**config.mk**
```make
export PLATFORM = sky130hd
export DESIGN_NAME = gpio_irq_bank
export DESIGN_NICKNAME = d
export VERILOG_FILES = /design/src/rtl/gpio_irq_pkg.sv /design/src/rtl/gpio_sync.sv /design/src/rtl/gpio_regfile.sv /design/src/rtl/gpio_irq_engine.sv /design/src/rtl/gpio_irq_bank.sv
export SDC_FILE = /design/constraint.sdc
export NUM_CORES = 1
export LEC_CHECK = 0
export ABC_AREA = 1
export BUFFER_PORTS_ARGS = -buffer_cell sky130_fd_sc_hd__buf_2
export CAP_MARGIN = 40
export CORE_AREA = 2 2 167 169
export CTS_CLUSTER_SIZE = 40
export DETAILED_ROUTE_END_ITERATION = 8
export DIE_AREA = 0 0 169 171
export PLACE_DENSITY = 0.75
export SLEW_MARGIN = 40
export SYNTH_ARGS = -nofsm -noshare
export SYNTH_HDL_FRONTEND = slang
export SYNTH_SLANG_ARGS = --single-unit
```
**constraint.sdc**
```tcl
create_clock -name clk -period 7.4 [get_ports clk]
set_input_delay 1.85 -clock clk [delete_from_list [all_inputs] [get_ports clk]]
set_output_delay 1.85 -clock clk [all_outputs]
set_load 0.03 [all_outputs]
```
**src/rtl/gpio_irq_pkg.sv**
```systemverilog
package gpio_irq_pkg;
  localparam int unsigned ADDR_W = 8;
  localparam int unsigned DATA_W = 32;

  localparam logic [ADDR_W-1:0] REG_OUTVAL    = 8'h00;
  localparam logic [ADDR_W-1:0] REG_OUTEN     = 8'h04;
  localparam logic [ADDR_W-1:0] REG_IRQ_EN    = 8'h30;
  localparam logic [ADDR_W-1:0] REG_IRQ_MASK  = 8'h34;
  localparam logic [ADDR_W-1:0] REG_TRIG_KIND = 8'h38;
  localparam logic [ADDR_W-1:0] REG_TRIG_POL  = 8'h3C;
  localparam logic [ADDR_W-1:0] REG_IRQ_PEND  = 8'h40;
  localparam logic [ADDR_W-1:0] REG_IRQ_RAW   = 8'h44;
  localparam logic [ADDR_W-1:0] REG_IRQ_ACK   = 8'h4C;
  localparam logic [ADDR_W-1:0] REG_PIN_LVL   = 8'h50;

  // {polarity, kind}
  typedef enum logic [1:0] {
    TRIG_LVL_LO    = 2'b00,
    TRIG_EDGE_FALL = 2'b01,
    TRIG_LVL_HI    = 2'b10,
    TRIG_EDGE_RISE = 2'b11
  } trig_e;
endpackage

```
**src/rtl/gpio_sync.sv**
```systemverilog
module gpio_sync #(
  parameter int unsigned W = 32
) (
  input  logic         clk,
  input  logic         rst_n,
  input  logic [W-1:0] d,
  output logic [W-1:0] q
);
  logic [W-1:0] stage1;
  logic [W-1:0] stage2;

  always_ff @(posedge clk) begin
    if (!rst_n) begin
      stage1 <= '0;
      stage2 <= '0;
    end else begin
      stage1 <= d;
      stage2 <= stage1;
    end
  end

  assign q = stage2;
endmodule

```
**src/rtl/gpio_regfile.sv**
```systemverilog
module gpio_regfile
  import gpio_irq_pkg::*;
#(
  parameter int unsigned NPINS = 32
) (
  input  logic              clk,
  input  logic              rst_n,
  input  logic              req_valid,
  output logic              req_ready,
  input  logic              req_write,
  input  logic [ADDR_W-1:0] req_addr,
  input  logic [DATA_W-1:0] req_wdata,
  output logic              rsp_valid,
  input  logic              rsp_ready,
  output logic [DATA_W-1:0] rsp_rdata,
  output logic [NPINS-1:0]  outval,
  output logic [NPINS-1:0]  outen,
  output logic [NPINS-1:0]  irq_en,
  output logic [NPINS-1:0]  irq_mask,
  output logic [NPINS-1:0]  trig_kind,
  output logic [NPINS-1:0]  trig_pol,
  output logic [NPINS-1:0]  ack,
  input  logic [NPINS-1:0]  st_raw,
  input  logic [NPINS-1:0]  st_pend,
  input  logic [NPINS-1:0]  pin_lvl
);
  logic              take;
  logic              wr;
  logic [NPINS-1:0]  wbits;
  logic [NPINS-1:0]  rd_bits;
  logic [DATA_W-1:0] rd_word;

  assign req_ready = !rsp_valid || rsp_ready;
  assign take      = req_valid && req_ready;
  assign wr        = take && req_write;
  assign wbits     = req_wdata[NPINS-1:0];
  assign ack       = (wr && req_addr == REG_IRQ_ACK) ? wbits : '0;

  always_ff @(posedge clk) begin
    if (!rst_n) begin
      outval    <= '0;
      outen     <= '0;
      irq_en    <= '0;
      irq_mask  <= '0;
      trig_kind <= '0;
      trig_pol  <= '0;
    end else if (wr) begin
      case (req_addr)
        REG_OUTVAL:    outval    <= wbits;
        REG_OUTEN:     outen     <= wbits;
        REG_IRQ_EN:    irq_en    <= wbits;
        REG_IRQ_MASK:  irq_mask  <= wbits;
        REG_TRIG_KIND: trig_kind <= wbits;
        REG_TRIG_POL:  trig_pol  <= wbits;
        default: ;
      endcase
    end
  end

  always_comb begin
    case (req_addr)
      REG_OUTVAL:    rd_bits = outval;
      REG_OUTEN:     rd_bits = outen;
      REG_IRQ_EN:    rd_bits = irq_en;
      REG_IRQ_MASK:  rd_bits = irq_mask;
      REG_TRIG_KIND: rd_bits = trig_kind;
      REG_TRIG_POL:  rd_bits = trig_pol;
      REG_IRQ_PEND:  rd_bits = st_pend;
      REG_IRQ_RAW:   rd_bits = st_raw;
      REG_PIN_LVL:   rd_bits = pin_lvl;
      default:       rd_bits = '0;
    endcase
    rd_word = '0;
    rd_word[NPINS-1:0] = rd_bits;
  end

  always_ff @(posedge clk) begin
    if (!rst_n) begin
      rsp_valid <= 1'b0;
      rsp_rdata <= '0;
    end else if (take) begin
      rsp_valid <= 1'b1;
      rsp_rdata <= req_write ? '0 : rd_word;
    end else if (rsp_ready) begin
      rsp_valid <= 1'b0;
    end
  end

  AST_RSP_HELD: assert property (@(posedge clk) disable iff (!rst_n)
    rsp_valid && !rsp_ready |=> rsp_valid && $stable(rsp_rdata)) else $error("response dropped");
  AST_STALL_NO_WRITE: assert property (@(posedge clk) disable iff (!rst_n)
    rsp_valid && !rsp_ready |=> $stable(outval) && $stable(irq_en)) else $error("write during stall");
endmodule

```
**src/rtl/gpio_irq_engine.sv**
```systemverilog
module gpio_irq_engine
  import gpio_irq_pkg::*;
#(
  parameter int unsigned NPINS = 32,
  localparam int unsigned PIN_W = (NPINS > 1) ? $clog2(NPINS) : 1
) (
  input  logic             clk,
  input  logic             rst_n,
  input  logic [NPINS-1:0] lvl,
  input  logic [NPINS-1:0] irq_en,
  input  logic [NPINS-1:0] irq_mask,
  input  logic [NPINS-1:0] trig_kind,
  input  logic [NPINS-1:0] trig_pol,
  input  logic [NPINS-1:0] ack,
  output logic [NPINS-1:0] st_raw,
  output logic [NPINS-1:0] st_pend,
  output logic             irq,
  output logic [PIN_W-1:0] irq_pin
);
  logic [NPINS-1:0] lvl_d;
  logic [NPINS-1:0] edge_ev;
  logic [NPINS-1:0] held;

  always_ff @(posedge clk) begin
    if (!rst_n) lvl_d <= '0;
    else        lvl_d <= lvl;
  end

  for (genvar i = 0; i < NPINS; i++) begin : g_pin
    trig_e mode;
    logic  hit;
    logic  ev;
    logic  latch_q;

    assign mode = trig_e'({trig_pol[i], trig_kind[i]});

    always_comb begin
      hit = 1'b0;
      ev  = 1'b0;
      case (mode)
        TRIG_LVL_LO:    hit = !lvl[i];
        TRIG_LVL_HI:    hit = lvl[i];
        TRIG_EDGE_FALL: ev  = irq_en[i] && !lvl[i] && lvl_d[i];
        TRIG_EDGE_RISE: ev  = irq_en[i] && lvl[i] && !lvl_d[i];
        default: ;
      endcase
    end

    // A fresh edge is ORed in after the acknowledge, so it wins a tie.
    always_ff @(posedge clk) begin
      if (!rst_n) latch_q <= 1'b0;
      else        latch_q <= (latch_q && !ack[i] && irq_en[i] && trig_kind[i]) || ev;
    end

    assign edge_ev[i] = ev;
    assign held[i]    = latch_q;
    assign st_raw[i]  = irq_en[i] && (trig_kind[i] ? latch_q : hit);
  end

  assign st_pend = st_raw & ~irq_mask;
  assign irq     = |st_pend;

  always_comb begin
    irq_pin = '0;
    for (int k = 0; k < NPINS; k++) begin
      if (st_pend[k]) irq_pin = PIN_W'(k);
    end
  end

  AST_ACK_CLEARS: assert property (@(posedge clk) disable iff (!rst_n)
    |(ack & ~edge_ev) |=> (held & $past(ack & ~edge_ev)) == '0) else $error("ack ignored");
  AST_EDGE_BEATS_ACK: assert property (@(posedge clk) disable iff (!rst_n)
    |edge_ev |=> (held & $past(edge_ev)) == $past(edge_ev)) else $error("edge lost");
endmodule

```
**src/rtl/gpio_irq_bank.sv**
```systemverilog
module gpio_irq_bank
  import gpio_irq_pkg::*;
#(
  parameter int unsigned NPINS = 32,
  localparam int unsigned PIN_W = (NPINS > 1) ? $clog2(NPINS) : 1
) (
  input  logic              clk,
  input  logic              rst_n,
  input  logic              req_valid,
  output logic              req_ready,
  input  logic              req_write,
  input  logic [ADDR_W-1:0] req_addr,
  input  logic [DATA_W-1:0] req_wdata,
  output logic              rsp_valid,
  input  logic              rsp_ready,
  output logic [DATA_W-1:0] rsp_rdata,
  input  logic [NPINS-1:0]  pin_in,
  output logic [NPINS-1:0]  pin_out,
  output logic [NPINS-1:0]  pin_oe,
  output logic              irq,
  output logic [PIN_W-1:0]  irq_pin
);
  logic [NPINS-1:0] lvl;
  logic [NPINS-1:0] irq_en;
  logic [NPINS-1:0] irq_mask;
  logic [NPINS-1:0] trig_kind;
  logic [NPINS-1:0] trig_pol;
  logic [NPINS-1:0] ack;
  logic [NPINS-1:0] st_raw;
  logic [NPINS-1:0] st_pend;

  gpio_sync #(.W(NPINS)) u_sync (
    .clk  (clk),
    .rst_n(rst_n),
    .d    (pin_in),
    .q    (lvl)
  );

  gpio_regfile #(.NPINS(NPINS)) u_regs (
    .clk      (clk),
    .rst_n    (rst_n),
    .req_valid(req_valid),
    .req_ready(req_ready),
    .req_write(req_write),
    .req_addr (req_addr),
    .req_wdata(req_wdata),
    .rsp_valid(rsp_valid),
    .rsp_ready(rsp_ready),
    .rsp_rdata(rsp_rdata),
    .outval   (pin_out),
    .outen    (pin_oe),
    .irq_en   (irq_en),
    .irq_mask (irq_mask),
    .trig_kind(trig_kind),
    .trig_pol (trig_pol),
    .ack      (ack),
    .st_raw   (st_raw),
    .st_pend  (st_pend),
    .pin_lvl  (lvl)
  );

  gpio_irq_engine #(.NPINS(NPINS)) u_engine (
    .clk      (clk),
    .rst_n    (rst_n),
    .lvl      (lvl),
    .irq_en   (irq_en),
    .irq_mask (irq_mask),
    .trig_kind(trig_kind),
    .trig_pol (trig_pol),
    .ack      (ack),
    .st_raw   (st_raw),
    .st_pend  (st_pend),
    .irq      (irq),
    .irq_pin  (irq_pin)
  );

  AST_DISABLED_QUIET: assert property (@(posedge clk) disable iff (!rst_n)
    irq_en == '0 |-> !irq) else $error("irq while disabled");
  AST_PIN_IS_PENDING: assert property (@(posedge clk) disable iff (!rst_n)
    irq |-> st_pend[irq_pin] && !irq_mask[irq_pin]) else $error("bad irq_pin");
  AST_PEND_NEEDS_RAW: assert property (@(posedge clk) disable iff (!rst_n)
    (st_pend & ~st_raw) == '0) else $error("pending without raw");
endmodule

```
==> flow_results.xml <==
<?xml version="1.0" encoding="UTF-8"?>
<metrics>
  <group name="run_status">
    <metric name="result_of_the_run" unit="">completed</metric>
  </group>
  <group name="floorplan">
    <metric name="die_boundary_height" unit="um">171</metric>
    <metric name="fp-row-count" unit="">61</metric>
    <metric name="io_pins" unit="">181</metric>
    <metric name="chipWidth" unit="um">169</metric>
    <metric name="core_footprint" unit="sq mm">0.0273</metric>
    <metric name="floorplan.die_area" unit="sq mm">0.0289</metric>
    <metric name="start_util" unit="%">53.8</metric>
  </group>
  <group name="timing">
    <metric name="finalClockSkew" unit="ns">0.00999</metric>
    <metric name="rsz0062_at_grt" unit="">false</metric>
    <metric name="timing_worst_slew_pin_value" unit="ns">0.809</metric>
    <metric name="fmax" unit="GHz">0.198</metric>
    <metric name="setup-violations-final" unit="">0</metric>
    <metric name="slew-limit-headroom" unit="%">46.1</metric>
    <metric name="timing.final.hold_violations" unit="">0</metric>
    <metric name="count_of_pins_over_their_slew_limit" unit="">0</metric>
    <metric name="fin_tns_setup" unit="ns">0</metric>
    <metric name="min_period_over_period" unit="%">68.2</metric>
    <metric name="post-route-min-period" unit="ns">5.05</metric>
  </group>
  <group name="global_route">
    <metric name="grt_pass1_vias" unit="">13000</metric>
    <metric name="grt_use_total" unit="%">29.2</metric>
    <metric name="wire_length_of_the_first_global_routing_pass" unit="um">67700</metric>
    <metric name="antenna_found_initial" unit="">0</metric>
    <metric name="grt_start_max_net_pins" unit="">109</metric>
    <metric name="grt.overflow.total" unit="">0</metric>
  </group>
  <group name="final_layout">
    <metric name="n_antenna_cell" unit="">0</metric>
    <metric name="post_route_cells_drive_above_1_share" unit="%">13.9</metric>
    <metric name="layout.core_utilization" unit="%">62.6</metric>
    <metric name="area_growth" unit="%">16.4</metric>
    <metric name="layout.nets" unit="">2188</metric>
  </group>
  <group name="place">
    <metric name="dp.final_hpwl" unit="um">26900</metric>
    <metric name="gpl.final_weighted_congestion" unit="">0.890</metric>
    <metric name="io_buf_count" unit="">180</metric>
  </group>
  <group name="detailed_routing">
    <metric name="drt_drc_violations_left" unit="">0</metric>
    <metric name="post_drt_via_cell_ratio" unit="">5.76</metric>
    <metric name="via_count" unit="">14300</metric>
    <metric name="routed_wirelength" unit="um">43100</metric>
    <metric name="firstDrtPassIters" unit="">5</metric>
    <metric name="drt-initial-drc-count" unit="">1430</metric>
    <metric name="ant_nets" unit="">0</metric>
    <metric name="routed_wire_length_per_instance" unit="um">17.4</metric>
  </group>
  <group name="setup_path">
    <metric name="worst-endpoint-required" unit="ns">5.55</metric>
    <metric name="timing.setup.critical_path_class" unit="">flip-flop to primary output</metric>
    <metric name="setup.worst_path.end_class" unit="">primary output</metric>
    <metric name="critical_path_slowest_stage_cell" unit="">sky130_fd_sc_hd__dfxtp_1</metric>
    <metric name="crit_buf_inv" unit="">2</metric>
    <metric name="worst-r2r-setup-slack" unit="ns">4.61</metric>
    <metric name="r2r_start" unit="">u_regs.rsp_valid</metric>
    <metric name="critical_path.startpoint_type" unit="">flip-flop</metric>
    <metric name="cp.arrival" unit="ns">3.20</metric>
    <metric name="crit_family" unit="">simple AND/OR/NAND/NOR gates</metric>
    <metric name="cp_max_fo" unit="">4</metric>
    <metric name="timing.reg2reg.worst_path_depth" unit="">9</metric>
    <metric name="cp_common_cell" unit="">sky130_fd_sc_hd__nand2_1</metric>
    <metric name="critPathMaxStageDelay" unit="ns">0.34</metric>
    <metric name="crit-reg2reg-capture" unit="">u_regs.trig_pol[22]</metric>
  </group>
  <group name="logic_synthesis">
    <metric name="number_of_synthesized_register_bits" unit="">353</metric>
    <metric name="netlist_area" unit="sq mm">0.0147</metric>
    <metric name="synth.yosys.seq_area_share" unit="%">48.1</metric>
    <metric name="synth_commonest_cells" unit="">353 x sky130_fd_sc_hd__dfxtp_1, 323 x sky130_fd_sc_hd__nand2_1, 299 x sky130_fd_sc_hd__o21ai_0, 261 x sky130_fd_sc_hd__inv_1, 210 x sky130_fd_sc_hd__a21oi_1</metric>
    <metric name="synth_largest_type_area_fraction" unit="%">48.1</metric>
    <metric name="ys_types" unit="">34</metric>
    <metric name="synthesis.instances" unit="">1979</metric>
    <metric name="synth.area.top_cells" unit="">sky130_fd_sc_hd__dfxtp_1 48%, sky130_fd_sc_hd__o21ai_0 10%, sky130_fd_sc_hd__nand2_1 8.2%, sky130_fd_sc_hd__a21oi_1 7.2%, sky130_fd_sc_hd__inv_1 6.7%</metric>
    <metric name="async_flop_share" unit="%">0</metric>
    <metric name="synth_fp_nets" unit="">2056</metric>
    <metric name="synth_edf_count" unit="">0</metric>
    <metric name="synth_area_per_inst" unit="sq um">7.43</metric>
    <metric name="dominantRegCellSynth" unit="">sky130_fd_sc_hd__dfxtp_1</metric>
    <metric name="yosysMostFrequentCell" unit="">sky130_fd_sc_hd__dfxtp_1</metric>
    <metric name="yosysTopAreaCell" unit="">sky130_fd_sc_hd__dfxtp_1</metric>
    <metric name="yosys_warnings" unit="">0</metric>
  </group>
  <group name="power_and_ir_drop">
    <metric name="vdd_ir_drop_max" unit="mV">0.167</metric>
    <metric name="pwr_density_cell" unit="mW/mm^2">229</metric>
    <metric name="power.static_leakage" unit="nW">7.60</metric>
  </group>
  <group name="run">
    <metric name="max_cap_viol_count" unit="">0</metric>
  </group>
  <group name="clock_tree">
    <metric name="cts.root.buffer_cell" unit="">sky130_fd_sc_hd__clkbuf_16</metric>
    <metric name="cts.path.max_buffers" unit="">3</metric>
    <metric name="cts_tree" unit="">built</metric>
    <metric name="cts_post_setup_buffers_inserted" unit="">0</metric>
    <metric name="cts_resized" unit="">0</metric>
    <metric name="cts.clk_slew.worst_paths" unit="ns">0.06</metric>
    <metric name="number_of_levels_in_the_clock_h_tree" unit="">2</metric>
    <metric name="clock_latency" unit="ns">0.52</metric>
    <metric name="tritoncts_num_sinks" unit="">353</metric>
    <metric name="cts.hold.buffers_added" unit="">0</metric>
    <metric name="cts-buffers-inserted" unit="">37</metric>
  </group>
  <group name="worst_hold_path">
    <metric name="hold_class" unit="">flip-flop to flip-flop</metric>
    <metric name="whs_endpoint" unit="">u_sync.q[22]</metric>
    <metric name="worst_hold_startpoint" unit="">u_sync.stage1[22]</metric>
    <metric name="min_path_cells" unit="">2</metric>
  </group>
</metrics>
==> cell usage in the layout (no fill, tap or decap), drive strengths merged, types with 20 or more instances in the layout <==
cell | synthesis | routed
nor2 | 141 | 141
a211oi | 32 | 32
buf | 6 | 201
dfxtp | 353 | 353
inv | 272 | 273
a2111oi | 20 | 20
nand2 | 328 | 328
a21oi | 210 | 210
nand3 | 37 | 37
a221oi | 54 | 54
o21ai | 306 | 306
clkbuf | 102 | 56
o22ai | 23 | 23
nor3 | 40 | 40
==> power by group <==
part	total [mW]	internal, mW	switching, mW
Combinational	0.131	0.0375	0.0936
Sequential	1.94	1.92	0.0143
Clock	1.84	1.10	0.744
Total	3.91	3.06	0.852
==> metal layers <==
metal	wire, um	track usage, %	vias up
met5	0	0	-
met2	19000	46.3	675
met3	3850	4.97	133
met1	18600	39.4	6583
li1	-	-	6913
met4	1670	12.7	0
==> worst reg2reg max path, stage by stage (launching register included) <==
cell and delay, ns:
sky130_fd_sc_hd__dfxtp_1 0.31, sky130_fd_sc_hd__nand2_1 0.09, sky130_fd_sc_hd__nand2_1 0.06, sky130_fd_sc_hd__buf_4 0.30, sky130_fd_sc_hd__nor2_1 0.31, sky130_fd_sc_hd__inv_2 0.20, sky130_fd_sc_hd__nor2_4 0.53, sky130_fd_sc_hd__buf_4 0.60
sky130_fd_sc_hd__nor2_1 0.11, sky130_fd_sc_hd__a211oi_1 0.19
==> worst max-delay path by stage <==
stage	depth (start not counted)	slack [ns]	endpoint	startpoint
2_1_floorplan	32	3.42	irq_pin[0]	u_regs.trig_pol[3]
6_report	36	2.35	irq_pin[0]	u_regs.trig_kind[1]
3_3_place_gp	13	2.39	u_regs.irq_mask[18]	req_addr[1]
3_5_place_dp	14	2.89	u_regs.outval[13]	req_addr[1]
4_1_cts	33	2.37	irq_pin[0]	u_regs.trig_pol[3]
5_1_grt	36	1.96	irq_pin[0]	u_sync.q[1]
==> layout make-up <==
type / count / area (sq um)
fill: 2453 / 10200
sequential: 353 / 7070
multi-input combinational: 1239 / 6250
clock buffer: 56 / 1100
timing repair buffer: 201 / 1100
inverter: 279 / 1050
tap: 346 / 433
clock inverter: 10 / 108
==> registers in the layout (all words and copies together) (netlist names) <==
register,flops
u_engine.g_pin.latch_q,32
u_engine.lvl_d,32
u_regs.irq_en,32
u_regs.irq_mask,32
u_regs.outen,32
u_regs.outval,32
u_regs.rsp_rdata,32
u_regs.trig_kind,32
u_regs.trig_pol,32
u_sync.q,32
u_sync.stage1,32
u_regs.rsp_valid,1
==> cell families (layout without fill, tap and decap cells) <==
kind of cell | count (synthesis) | count (layout) | synth area share, %
flip-flops | 353 | 353 | 48.1
AND/OR/NAND/NOR | 565 | 565 | 15.9
buffers and inverters | 387 | 546 | 9.91
multiplexers | 4 | 4 | 0.306
AO/OA/AOI/OAI | 670 | 670 | 25.9
==> through the flow <==
stage / cell area (sq um) / setup slack, ns / hold slack (ns) / total power, mW / cells
after global routing: 17100 / 1.96 / 0.418 / 4.03 / 2484
after floorplan: 14700 / 3.42 / 0.390 / 2.05 / 1979
after detailed placement: 15900 / 2.89 / 0.395 / 2.11 / 2418
final: 17100 / 2.35 / 0.407 / 3.91 / 2484
after CTS: 17100 / 2.37 / 0.408 / 3.93 / 2484
after global placement: 15800 / 2.39 / 0.392 / 2.10 / 2414
Power figures use the tool's default switching activity.
